--- config.mk ---
export PLATFORM = sky130hd
export DESIGN_NAME = acc8_core
export DESIGN_NICKNAME = d
export VERILOG_FILES = /design/src/rtl/acc8_pkg.sv /design/src/rtl/acc8_decode.sv /design/src/rtl/acc8_alu.sv /design/src/rtl/acc8_ctrl.sv /design/src/rtl/acc8_core.sv
export SDC_FILE = /design/constraint.sdc
export NUM_CORES = 1
export LEC_CHECK = 0
export CORE_MARGIN = 10
export CORE_UTILIZATION = 55
export CTS_CLUSTER_DIAMETER = 100
export DETAILED_ROUTE_END_ITERATION = 8
export PLACE_DENSITY = 0.88
export SYNTH_ARGS = -nofsm -noshare
export SYNTH_HDL_FRONTEND = slang
export SYNTH_SLANG_ARGS = --single-unit
--- constraint.sdc ---
create_clock -name clk_i -period 3.53 [get_ports clk_i]
set_clock_uncertainty 0.15 [all_clocks]
set_input_delay 1.059 -clock clk_i [delete_from_list [all_inputs] [get_ports clk_i]]
set_output_delay 1.059 -clock clk_i [all_outputs]
set_load 0.02 [all_outputs]
--- src/rtl/acc8_pkg.sv ---
package acc8_pkg;

  localparam int unsigned FL_C = 0;
  localparam int unsigned FL_Z = 1;
  localparam int unsigned FL_N = 2;
  localparam int unsigned FL_O = 3;
  localparam int unsigned NFLAGS = 4;

  typedef enum logic [3:0] {
    K_NOP, K_END, K_STO, K_LDA, K_ADD, K_SUB, K_HOP, K_JMP, K_FTG, K_FHP
  } kind_e;

  typedef struct packed {
    kind_e kind;
    logic  mem_form;
  } dec_t;

  typedef enum logic [2:0] {
    ST_BOOT_A, ST_BOOT_D, ST_FETCH_A, ST_FETCH_B, ST_EXEC, ST_MEM_D, ST_HALT
  } state_e;

endpackage

--- src/rtl/acc8_decode.sv ---
module acc8_decode
  import acc8_pkg::*;
(
  input  logic [3:0] op_i,
  output dec_t       dec_o
);

  always_comb begin
    dec_o.mem_form = 1'b0;
    unique case (op_i)
      4'h0:        dec_o.kind = K_END;
      4'h1, 4'h2:  dec_o.kind = K_STO;
      4'h3, 4'h4:  dec_o.kind = K_LDA;
      4'h5, 4'h6:  dec_o.kind = K_ADD;
      4'h7, 4'h8:  dec_o.kind = K_SUB;
      4'h9, 4'hA:  dec_o.kind = K_HOP;
      4'hB, 4'hC:  dec_o.kind = K_JMP;
      4'hD:        dec_o.kind = K_FTG;
      4'hE:        dec_o.kind = K_FHP;
      default:     dec_o.kind = K_NOP;
    endcase
    // paired codes: even member reads its value from memory
    if (op_i inside {4'h2, 4'h4, 4'h6, 4'h8, 4'hA, 4'hC}) dec_o.mem_form = 1'b1;
  end

endmodule

--- src/rtl/acc8_alu.sv ---
module acc8_alu
  import acc8_pkg::*;
#(
  parameter int unsigned DW = 8
) (
  input  kind_e             kind_i,
  input  logic [DW-1:0]     a_i,
  input  logic [DW-1:0]     v_i,
  input  logic [NFLAGS-1:0] flags_i,
  output logic [DW-1:0]     res_o,
  output logic [NFLAGS-1:0] flags_o,
  output logic              eq_o
);

  localparam int unsigned MSB = DW - 1;

  logic [DW:0] sum, dif;

  assign sum  = {1'b0, a_i} + {1'b0, v_i};
  assign dif  = {1'b0, a_i} - {1'b0, v_i};
  assign eq_o = (a_i == v_i);

  always_comb begin
    res_o   = v_i;
    flags_o = flags_i;
    unique case (kind_i)
      K_ADD: begin
        res_o          = sum[DW-1:0];
        flags_o[FL_C]  = sum[DW];
        flags_o[FL_O]  = (a_i[MSB] == v_i[MSB]) && (res_o[MSB] != a_i[MSB]);
      end
      K_SUB: begin
        res_o          = dif[DW-1:0];
        flags_o[FL_C]  = dif[DW];
        flags_o[FL_O]  = (a_i[MSB] != v_i[MSB]) && (res_o[MSB] != a_i[MSB]);
      end
      K_FTG: flags_o[v_i[1:0]] = ~flags_i[v_i[1:0]];
      default: ;
    endcase
    if (kind_i inside {K_ADD, K_SUB, K_LDA}) begin
      flags_o[FL_N] = res_o[MSB];
      flags_o[FL_Z] = (res_o == '0);
    end
  end

endmodule

--- src/rtl/acc8_ctrl.sv ---
module acc8_ctrl
  import acc8_pkg::*;
#(
  parameter int unsigned DW = 8
) (
  input  logic              clk_i,
  input  logic              rst_ni,
  input  logic [DW-1:0]     mem_rdata_i,
  output logic [DW-1:0]     mem_addr_o,
  output logic              mem_we_o,
  output logic [DW-1:0]     mem_wdata_o,
  output logic              halted_o,
  output logic [3:0]        op_o,
  input  dec_t              dec_i,
  output logic [DW-1:0]     acc_o,
  output logic [NFLAGS-1:0] flags_o,
  input  logic [DW-1:0]     alu_res_i,
  input  logic [NFLAGS-1:0] alu_flags_i,
  input  logic              alu_eq_i
);

  localparam logic [DW-1:0] BOOT_VEC = '1;

  state_e            state_q;
  logic [DW-1:0]     ip_q, acc_q, ip_nxt, ip_p2, ip_p4;
  logic [NFLAGS-1:0] flags_q;
  logic [3:0]        op_q;
  logic              fin, wr_req, acc_we, flg_we;

  assign op_o        = op_q;
  assign acc_o       = acc_q;
  assign flags_o     = flags_q;
  assign mem_wdata_o = acc_q;
  assign halted_o    = (state_q == ST_HALT);

  assign ip_p2 = ip_q + DW'(2);
  assign ip_p4 = ip_q + DW'(4);

  // instruction completes: literal forms in EXEC, memory forms in MEM_D
  assign fin    = (state_q == ST_EXEC && !dec_i.mem_form) || (state_q == ST_MEM_D);
  assign acc_we = dec_i.kind inside {K_LDA, K_ADD, K_SUB};
  assign flg_we = dec_i.kind inside {K_LDA, K_ADD, K_SUB, K_FTG};
  assign wr_req = (dec_i.kind == K_STO) &&
                  ((state_q == ST_EXEC && !dec_i.mem_form) || state_q == ST_MEM_D);
  // boot vector location is read-only
  assign mem_we_o = wr_req && (mem_rdata_i != BOOT_VEC);

  always_comb begin
    unique case (state_q)
      ST_BOOT_A, ST_BOOT_D: mem_addr_o = BOOT_VEC;
      ST_FETCH_A:           mem_addr_o = ip_q;
      ST_FETCH_B:           mem_addr_o = ip_q + DW'(1);
      ST_EXEC:              mem_addr_o = (dec_i.mem_form || dec_i.kind == K_STO) ? mem_rdata_i : ip_q;
      ST_MEM_D:             mem_addr_o = (dec_i.kind == K_STO) ? mem_rdata_i : ip_q;
      default:              mem_addr_o = ip_q;
    endcase
  end

  always_comb begin
    unique case (dec_i.kind)
      K_JMP:   ip_nxt = mem_rdata_i;
      K_HOP:   ip_nxt = alu_eq_i ? ip_p4 : ip_p2;
      K_FHP:   ip_nxt = flags_q[mem_rdata_i[1:0]] ? ip_p4 : ip_p2;
      default: ip_nxt = ip_p2;
    endcase
  end

  always_ff @(posedge clk_i or negedge rst_ni) begin
    if (!rst_ni) begin
      state_q <= ST_BOOT_A;
      ip_q    <= '0;
      acc_q   <= '0;
      flags_q <= '0;
      op_q    <= '0;
    end else begin
      unique case (state_q)
        ST_BOOT_A:  state_q <= ST_BOOT_D;
        ST_BOOT_D: begin
          ip_q    <= mem_rdata_i;
          state_q <= ST_FETCH_A;
        end
        ST_FETCH_A: state_q <= ST_FETCH_B;
        ST_FETCH_B: begin
          op_q    <= mem_rdata_i[3:0];
          state_q <= ST_EXEC;
        end
        ST_EXEC, ST_MEM_D: begin
          if (fin) begin
            if (acc_we) acc_q <= alu_res_i;
            if (flg_we) flags_q <= alu_flags_i;
            ip_q    <= ip_nxt;
            state_q <= (dec_i.kind == K_END) ? ST_HALT : ST_FETCH_A;
          end else begin
            state_q <= ST_MEM_D;
          end
        end
        default: state_q <= ST_HALT;
      endcase
    end
  end

  AST_BOOT_VECTOR: assert property (@(posedge clk_i) disable iff (!rst_ni)
    (state_q == ST_BOOT_D) |=> (ip_q == $past(mem_rdata_i)));

  AST_PLAIN_STEP: assert property (@(posedge clk_i) disable iff (!rst_ni)
    (fin && dec_i.kind inside {K_NOP, K_STO, K_LDA, K_ADD, K_SUB})
      |=> (ip_q == DW'($past(ip_q) + DW'(2))));

  AST_LOAD_KEEPS_OC: assert property (@(posedge clk_i) disable iff (!rst_ni)
    (fin && dec_i.kind == K_LDA)
      |=> (flags_q[FL_O] == $past(flags_q[FL_O]) && flags_q[FL_C] == $past(flags_q[FL_C])));

  AST_TOGGLE_ONE: assert property (@(posedge clk_i) disable iff (!rst_ni)
    (fin && dec_i.kind == K_FTG) |=> ($countones(flags_q ^ $past(flags_q)) == 1));

  AST_HALT_HOLDS: assert property (@(posedge clk_i) disable iff (!rst_ni)
    halted_o |=> (halted_o && !mem_we_o));

endmodule

--- src/rtl/acc8_core.sv ---
module acc8_core
  import acc8_pkg::*;
#(
  parameter int unsigned DW = 8
) (
  input  logic          clk_i,
  input  logic          rst_ni,
  output logic [DW-1:0] mem_addr_o,
  output logic          mem_we_o,
  output logic [DW-1:0] mem_wdata_o,
  input  logic [DW-1:0] mem_rdata_i,
  output logic          halted_o
);

  dec_t              dec;
  logic [3:0]        op;
  logic [DW-1:0]     acc, alu_res;
  logic [NFLAGS-1:0] flags, alu_flags;
  logic              alu_eq;

  acc8_decode u_decode (
    .op_i  (op),
    .dec_o (dec)
  );

  acc8_alu #(.DW(DW)) u_alu (
    .kind_i  (dec.kind),
    .a_i     (acc),
    .v_i     (mem_rdata_i),
    .flags_i (flags),
    .res_o   (alu_res),
    .flags_o (alu_flags),
    .eq_o    (alu_eq)
  );

  acc8_ctrl #(.DW(DW)) u_ctrl (
    .clk_i       (clk_i),
    .rst_ni      (rst_ni),
    .mem_rdata_i (mem_rdata_i),
    .mem_addr_o  (mem_addr_o),
    .mem_we_o    (mem_we_o),
    .mem_wdata_o (mem_wdata_o),
    .halted_o    (halted_o),
    .op_o        (op),
    .dec_i       (dec),
    .acc_o       (acc),
    .flags_o     (flags),
    .alu_res_i   (alu_res),
    .alu_flags_i (alu_flags),
    .alu_eq_i    (alu_eq)
  );

endmodule

== After elaboration in Yosys (flattened, before gate mapping) ==
Memory sizes are Yosys's and may differ from the RTL's.
Cells that the tools add are included.

* Memory bits (read-only): 64
* Logic and storage cells: 88
* Register bits after elaboration: 27
* Input port bits: 10
* Memories: 1

* Eq/ne operators: 28
* Reduce and logical (&&, ||, !) cells: 23
* Muxes and demuxes: 22
* $lt $le $gt $ge: 2
* Bitwise operators: 1
* Add/sub/neg operators: 5

{| class="wikitable"
|+ Memory list
! name !! words !! width !! read ports !! clocked after memory_dff !! wr ports !! RTL line !! source
|-
| (no name shown) || 16 || 4 || 1 || 0 || 0 || acc8_decode.sv:10 || <nowiki>unique case (op_i)</nowiki>
|}

{| class="wikitable"
|+ Operators by type and width
! operator !! number
|-
| 8-bit two-way mux || 5
|-
| 8-bit one-hot mux with 2 select lines || 2
|-
| 8-bit one-hot mux with 4 select lines || 1
|-
| 4-bit by 3-bit == test with 1-bit output (second input constant) || 6
|-
| 8-bit one-hot mux with 3 select lines || 1
|-
| 4-bit == test (second input constant) || 5
|-
| 3-bit one-hot mux with 5 select lines || 1
|-
| 4-bit by 2-bit == test with 1-bit output (second input constant) || 3
|-
| 8-bit by 8-bit adder with 9-bit output || 1
|-
| 3-bit == test (second input constant) || 3
|-
| 8-bit by 8-bit subtractor with 9-bit output || 1
|-
| 8-bit by 1-bit adder with 8-bit output (second input constant) || 1
|-
| 8-bit by 2-bit adder with 8-bit output (second input constant) || 1
|-
| 8-bit by 3-bit adder with 8-bit output (second input constant) || 1
|-
| 8-bit == test || 1
|-
| 8-bit logical NOT || 1
|-
| 8-bit != test (second input constant) || 1
|-
| 4-bit AND reduction || 2
|-
| 3-bit by 2-bit == test with 1-bit output (second input constant) || 2
|-
| 1-bit logical AND || 6
|-
| 3-bit two-way mux || 2
|-
| 1-bit one-hot mux with 3 select lines || 2
|-
| 3-bit nonzero test || 2
|-
| 6-bit nonzero test || 1
|-
| 21 further kinds || 29
|}

== Logic depth before layout (Yosys ltp) ==
Gate-level depths: netlist of the first run.

* Word-level depth: 8
* Mapped depth: 10
* Mapped depth without buffers: 10

== Cells and area by module ==
From an unflattened synthesis of the first run, not the netlist that was laid out.

* Cell total of the unflattened synthesis: 428
* Area total of the unflattened synthesis: 3438.3 µm²

{| class="wikitable"
|+ By module, submodules not included
! module !! sequential area each (µm²) !! instances !! area an instance (µm²) !! cells each
|-
| acc8_ctrl || 675.6 || 1 || 2185.8 || 257
|-
| acc8_alu || 0.0 || 1 || 1138.6 || 155
|-
| acc8_decode || 0.0 || 1 || 113.9 || 16
|}

== Worst setup path before layout of the first run ==
Ideal clock, no wire load.

* Path kind: register to output
* From: reg u_ctrl.op_q[0] (netlist: u_ctrl.op_o[0])
* To: out mem_addr_o[0]
* Path slack: 0.043 ns
* Required time: 2.321 ns
* Data arrival time: 2.278 ns
* Stages on the path, launching flop included: 11
* Path through: dfrtp_1 > inv_1 > ha_1 > nand2b_1 > and4_1 > buf_2 > nor2b_1 > clkbuf_1 > buf_2 > o21ai_0 > a2bb2oi_1

* Longest elaborated chain between the ends: 6

{| class="wikitable"
|+ Ends and longest elaborated chain
! item !! RTL line !! source
|-
| start, declared || acc8_ctrl.sv:27 || <nowiki>logic [3:0] op_q;</nowiki>
|-
| start signal, assigned || acc8_ctrl.sv:84 || <nowiki>op_q <= mem_rdata_i[3:0];</nowiki>
|-
| parallel branches: the longest is 5 deep, another holds memory 16 x 4 bit || -- ||
|-
| 8-bit one-hot mux with 4 select lines * || acc8_ctrl.sv:49 || <nowiki>unique case (state_q)</nowiki>
|-
| end, declared || acc8_core.sv:8 || <nowiki>output logic [DW-1:0] mem_addr_o,</nowiki>
|}

Every way passes the cells marked *.

== Worst setup path in the final report of the first run ==
* From: reg u_ctrl.op_q[0] (netlist: u_ctrl.op_o[0])
* To: out mem_addr_o[4]

The elaborated chain is that of the path after synthesis.

==> results of run 1 <==
## kinds of logic (layout without fill, tap and decap cells)
| family | after synthesis | after routing | share of synthesized area (%) |
|---|---|---|---|
| AND/OR/NAND/NOR | 151 | 151 | 23.0 |
| flip-flops | 27 | 27 | 21.1 |
| buffers and inverters | 52 | 144 | 6.79 |
| XOR/XNOR | 16 | 16 | 4.37 |
| AO/OA/AOI/OAI | 149 | 149 | 30.0 |
| adder cells (fa/ha/maj) | 24 | 24 | 9.84 |
| multiplexers | 14 | 14 | 4.84 |
## cell type report
class / count / share of cell area, %
well taps: 72 / 2.08
flip-flops and latches: 27 / 15.6
clock buffers: 4 / 1.04
repair buffers: 115 / 21.6
inverters: 25 / 2.17
multi-input cells: 354 / 57.5
## registers in the layout, indices dropped and copies added (netlist names)
register	count
u_ctrl.ip_q	8
u_ctrl.acc_o	8
u_ctrl.op_o	4
u_ctrl.flags_o	4
u_ctrl.state_q	3
## power groups by stage
stage | Combinational, W | Sequential [W] | Clock (W)
after floorplan | 0.00176 | 0.000606 | 0
after global placement | 0.00273 | 0.000610 | 0
after detailed placement | 0.00284 | 0.000622 | 0
after CTS | 0.00292 | 0.000623 | 0.000194
after global routing | 0.00342 | 0.000653 | 0.000206
final | 0.00320 | 0.000641 | 0.000194
## per-layer routing
metal	vias to the layer above	routed length, microns	GRT usage [%]
li1	1757	-	-
met1	1852	4380	28.2
met2	250	5500	40.9
met3	74	1210	4.75
met4	0	661	13.9
met5	-	0	0
## critical path: stages (launching register included)
cell       delay [ns]
dfrtp_1          0.41
inv_2            0.08
ha_4             0.15
nand2b_4         0.12
and4_4           0.26
buf_6            0.13
mux2i_4          0.24
nor2_2           0.07
o22ai_2          0.22
a21oi_2          0.09
a2bb2oi_2        0.15
buf_6            0.14
## placed cells by master (no fill, tap or decap), types with 5 or more instances in the layout
cell type / netlist / layout
buf_4: 3 / 88
nand2_1: 46 / 46
o21ai_0: 50 / 45
nor2_1: 36 / 35
a21oi_1: 34 / 28
dfrtp_1: 27 / 27
inv_1: 25 / 23
ha_1: 22 / 20
nor3_1: 15 / 14
nor2b_1: 10 / 10
clkdlybuf4s50_1: 0 / 10
nand3_1: 9 / 9
xnor2_1: 9 / 9
mux2i_1: 11 / 9
xor2_1: 7 / 7
buf_6: 0 / 7
nand2b_1: 7 / 6
o22ai_2: 0 / 6
a21oi_2: 0 / 6
nand4_1: 6 / 6
dlygate4sd2_1: 0 / 6
o21ai_1: 1 / 5
o31ai_1: 6 / 5
## metrics by stage
| stage | total power [W] | instances | setup WS, ns | area (sq um) | utilization, % |
|---|---|---|---|---|---|
| 2_1_floorplan | 0.00236 | 433 | 0.0427 | 3200 | - |
| 3_3_place_gp | 0.00334 | 590 | -0.571 | 4080 | 73.2 |
| 3_5_place_dp | 0.00346 | 590 | -0.595 | 4080 | 73.2 |
| 4_1_cts | 0.00374 | 594 | 0.00930 | 4160 | 74.7 |
| 5_1_grt | 0.00428 | 597 | -0.0976 | 4330 | 77.7 |
| 6_report | 0.00403 | 597 | -0.0216 | 4330 | 77.7 |
## worst paths after layout
kind,from,endpoint,slack (ns),cells past startpoint
setup / recovery,u_ctrl.op_o[0],mem_addr_o[4],-0.02,11
hold / removal,u_ctrl.state_q[0],u_ctrl.state_q[0],0.41,1
setup reg to reg,u_ctrl.op_o[0],u_ctrl.flags_o[1],0.68,10
hold reg to reg,u_ctrl.state_q[0],u_ctrl.state_q[0],0.41,1
max in group asynchronous,rst_ni,u_ctrl.ip_q[5],1.93,2
min in group asynchronous,rst_ni,u_ctrl.op_o[1],1.00,2
## repair_timing
action,CTS,global route
endpoints found under the setup margin,17,21
setup buffers,0,3
resized for setup,75,33
pin swaps,11,17
==> flow_metrics.py, run 1 <==
metrics = {
    "outcome": {
        "status": "finished, violations left",
        "violations": "negative setup slack",
    },
    "worst_hold_path": {
        "hold_path.class": "reg -> reg",
    },
    "power": {
        "power_frac_seq_pct": 15.9,
        "combPwrFrac_pct": 79.3,
        "p_clk_share_pct": 4.8,
        "p_int_w": 0.00199,
        "netSwitchingFraction_pct": 50.6,
        "max-vdd-ir-drop_v": 0.000495,
        "p_leak_nw": 1.99,
        "p_per_area_nw_per_um2": 931,
        "p_sw_w": 0.00204,
    },
    "clock_network": {
        "clk_pin_slew_ns": 0.10,
        "cts_max_level": 1,
        "cts-root-buf": "clkbuf_8",
        "cts_hold_buf": 0,
        "numCtsBuffers": 3,
        "cts_tree": "built",
        "cts.sinks": 27,
        "clkLatencyLatePin_ns": 0.29,
        "clockBufferDepth": 2,
    },
    "cells_and_area": {
        "fin_nets": 560,
        "syn2layout_area_growth_pct": 35.1,
        "seqCellArea_sq_um": 676,
        "diodes": 0,
        "multi_input_area_sq_um": 2490,
        "fillCellCount": 372,
        "drive_above_1_share_pct": 27.4,
    },
    "synthesis": {
        "synth-seq-cells": 27,
        "synthTopCellsByCount": "o21ai_0 (50), nand2_1 (46), nor2_1 (36), a21oi_1 (34), dfrtp_1 (27)",
        "yosys.cell_types.count": 64,
        "yosys-top-cells-area": "dfrtp_1 (21%), ha_1 (8.6%), o21ai_0 (7.8%)",
        "syn_nets": 467,
        "ys_seq_area_share_pct": 21.1,
        "yosysWarnings": 0,
        "async_flop_share_pct": 100,
        "netlist_area_sq_um": 3200,
        "synth_edf_count": 0,
        "ys_dominant_reg_cell": "dfrtp_1",
        "synth_most_common_cell": "o21ai_0",
        "synth_largest_area_cell": "dfrtp_1",
        "yosysTopAreaCellShare_pct": 21.1,
        "syn_area_per_cell_sq_um": 7.40,
        "synthCells": 433,
    },
    "sta": {
        "final.min_clock_period_ns": 3.55,
        "fin_setup_tns_ns": -0.0216,
        "setup_slack_ns": -0.0216,
        "setup-violations-final": 1,
        "fin_crit_sh_pct": 101,
        "hold_viol": 0,
        "maxSlewHeadroom_pct": 61.4,
        "fmax_ghz": 0.282,
        "slew_violations": 0,
        "whs_ns": 0.407,
        "rsz0062_at_grt": "yes",
        "worst_slew_pin_slew_ns": 0.573,
    },
    "placed_design": {
        "portBuffers": 27,
        "gp_congestion": 1.02,
        "place_hpwl_microns": 8340,
    },
    "floorplan": {
        "pin_count": 28,
        "core_area_sq_um": 5570,
        "dieArea_sq_um": 9280,
        "die_h_microns": 96.3,
        "die_w_microns": 96.3,
        "start_util_pct": 57.5,
        "num_rows": 27,
    },
    "drt": {
        "routedWlPerCell_microns": 19.7,
        "drt-initial-drc-count": 478,
        "wl_microns": 11700,
        "num_vias": 3933,
        "drcViolationCount": 0,
        "via_per_inst": 6.59,
        "first_pass_iters": 7,
        "postRouteAntennaNets": 0,
    },
    "global_route": {
        "grt_max_degree": 28,
        "grt_pass1_wl_microns": 18300,
        "antenna_found_initial": 0,
        "grt_pass1_vias": 3840,
        "grt.total_usage_pct": 24.3,
        "overflow": 0,
    },
    "worst_setup_path": {
        "start_kind": "flop",
        "cp_max_fo": 4,
        "arrival_ns": 2.34,
        "crit_path_end_kind": "primary output",
        "criticalPathCategory": "reg -> out",
        "crit_required_ns": 2.32,
    },
    "flow_run": {
        "cap_viol_max_count": 0,
    },
}
No activity file was read; power rests on OpenSTA's default activity.
==> inputs of run 2 (changes only) <==
Settings changed: CORE_MARGIN 10 to 3, CTS_CLUSTER_DIAMETER 100 to 150.
==> run 2 against run 1 <==
Against the previous run: largest cell class unchanged; the flow still finishes with violations (negative setup slack); maximum frequency shrank 1.1%; utilization decreased by 0.61 points; sequential power is essentially flat; non-clock buffer count shrank 5; critical path depth is 5 lower; critical path type is now in -> out; cell area fell by 0.78%; highest routed layer unchanged; die area decreased by 27%.
==> flow_metrics.py, run 2 (same netlist as run 1, synthesis figures left out) <==
metrics = {
    "floorplan": {
        "core_area_sq_um": 5570,
        "die_h_microns": 82.3,
        "num_rows": 27,
        "dieArea_sq_um": 6780,
        "die_w_microns": 82.3,
        "start_util_pct": 57.5,
        "pin_count": 28,
    },
    "placed_design": {
        "gp_congestion": 0.996,
        "placed_area_sq_um": 4020,
        "dpl.cell_count": 580,
        "place_hpwl_microns": 7980,
        "portBuffers": 27,
        "detailedPlace.worstSlack_ns": -0.589,
    },
    "power": {
        "p_per_area_nw_per_um2": 960,
        "p_sw_w": 0.00210,
        "p_leak_nw": 1.96,
        "max-vdd-ir-drop_v": 0.000506,
        "p_int_w": 0.00202,
        "power_frac_seq_pct": 15.5,
        "combPwrFrac_pct": 79.9,
        "p_clk_share_pct": 4.6,
        "netSwitchingFraction_pct": 50.9,
    },
    "drt": {
        "routedWlPerCell_microns": 20.0,
        "drcViolationCount": 0,
        "via_per_inst": 6.62,
        "first_pass_iters": 6,
        "wl_microns": 11900,
        "num_vias": 3917,
        "drt-initial-drc-count": 504,
        "postRouteAntennaNets": 0,
    },
    "global_route": {
        "grt_pass1_vias": 3737,
        "overflow": 0,
        "antenna_found_initial": 0,
        "grt.total_usage_pct": 33.7,
        "grt_max_degree": 28,
        "grt_pass1_wl_microns": 17500,
    },
    "cells_and_area": {
        "diodes": 0,
        "fin_nets": 555,
        "final_area_sq_um": 4300,
        "fillCellCount": 396,
        "final_common_cell": "buf_4",
        "instances_no_fill": 592,
        "drive_above_1_share_pct": 26.2,
        "syn2layout_area_growth_pct": 34.0,
        "final_util_pct": 77.1,
        "final_cell_mix": "buf_4 (84), nand2_1 (45), o21ai_0 (44), nor2_1 (35), a21oi_1 (31)",
    },
    "worst_setup_path": {
        "crit_required_ns": 2.32,
        "cp_max_fo": 7,
        "criticalPathCategory": "in -> out",
        "start_kind": "input pin",
        "arrival_ns": 2.38,
        "rr_worst_depth": 12,
        "crit_path_end_kind": "primary output",
    },
    "sta": {
        "final.min_clock_period_ns": 3.59,
        "fin_crit_sh_pct": 102,
        "rsz0062_at_grt": "yes",
        "worst_slew_pin_slew_ns": 0.485,
        "hold_viol": 0,
        "setup-violations-final": 1,
        "maxSlewHeadroom_pct": 67.7,
        "fmax_ghz": 0.278,
        "setup_slack_ns": -0.0623,
        "slew_violations": 0,
    },
    "outcome": {
        "violations": "negative setup slack",
        "status": "finished, violations left",
    },
    "clock_network": {
        "cts_max_level": 1,
        "cts_tree": "built",
        "cts-root-buf": "clkbuf_8",
        "numCtsBuffers": 3,
        "cts_hold_buf": 0,
        "cts.sinks": 27,
        "clockBufferDepth": 2,
        "clkLatencyLatePin_ns": 0.29,
        "clk_pin_slew_ns": 0.10,
    },
    "worst_hold_path": {
        "hold_path.class": "reg -> reg",
        "worstHoldPathCells": 1,
    },
    "flow_run": {
        "cap_viol_max_count": 0,
    },
}
==> run 2: worst max-delay path, stage by stage <==
cell and delay [ns]:
clkdlybuf4s50_1 0.48, buf_4 0.17, nand4_1 0.09, o21ai_0 0.29, nor2_1 0.12, buf_2 0.18
==> run 2: per-layer routing <==
metal | up-vias | global-route usage [%] | wire (microns)
met5 | - | 0 | 0
met1 | 1810 | 38.6 | 4350
met4 | 0 | 17.9 | 578
met3 | 82 | 6.07 | 1150
met2 | 283 | 59.1 | 5770
li1 | 1742 | - | -
==> run 2: cell type report <==
cell class | count | area [sq um] | area share [%]
clock buffer | 3 | 41.3 | 0.961
clock inverter | 1 | 5.00 | 0.117
timing repair buffer | 110 | 916 | 21.3
sequential | 27 | 676 | 15.7
tap | 72 | 90.1 | 2.10
multi-input combinational | 354 | 2470 | 57.6
inverter | 25 | 93.8 | 2.18
==> run 2: path summary, 6_finish.rpt <==
check,startpoint,end,slack [ns]
setup / recovery,mem_rdata_i[5],mem_we_o,-0.06
hold / removal,u_ctrl.state_q[0],u_ctrl.state_q[0],0.40
setup reg to reg,u_ctrl.op_o[0],u_ctrl.ip_q[7],0.79
hold reg to reg,u_ctrl.state_q[0],u_ctrl.state_q[0],0.40
max in group asynchronous,rst_ni,u_ctrl.acc_o[1],1.94
min in group asynchronous,rst_ni,u_ctrl.ip_q[2],0.99
==> run 2: timing repair <==
action,in CTS,in global routing
setup endpoints to repair,14,16
pin swaps,7,26
setup buffers,2,5
gates cloned,0,1
resized for setup,67,34
==> run 2: metrics by stage <==
| step | setup TNS (ns) | hold WS [ns] | power (W) |
|---|---|---|---|
| 6_report | -0.0623 | 0.398 | 0.00412 |
| 3_5_place_dp | -8.85 | 0.392 | 0.00343 |
| 4_1_cts | -0.000869 | 0.405 | 0.00369 |
| 3_3_place_gp | -7.93 | 0.374 | 0.00331 |
| 2_1_floorplan | 0 | 0.325 | 0.00236 |
| 5_1_grt | -0.572 | 0.466 | 0.00436 |
==> run 2: power by group through the flow <==
stage	Sequential (W)	Combinational [W]	Clock, W
final	0.000639	0.00329	0.000191
after global routing	0.000652	0.00350	0.000207
after CTS	0.000608	0.00289	0.000192
after detailed placement	0.000611	0.00282	0
after global placement	0.000599	0.00272	0
after floorplan	0.000606	0.00176	0
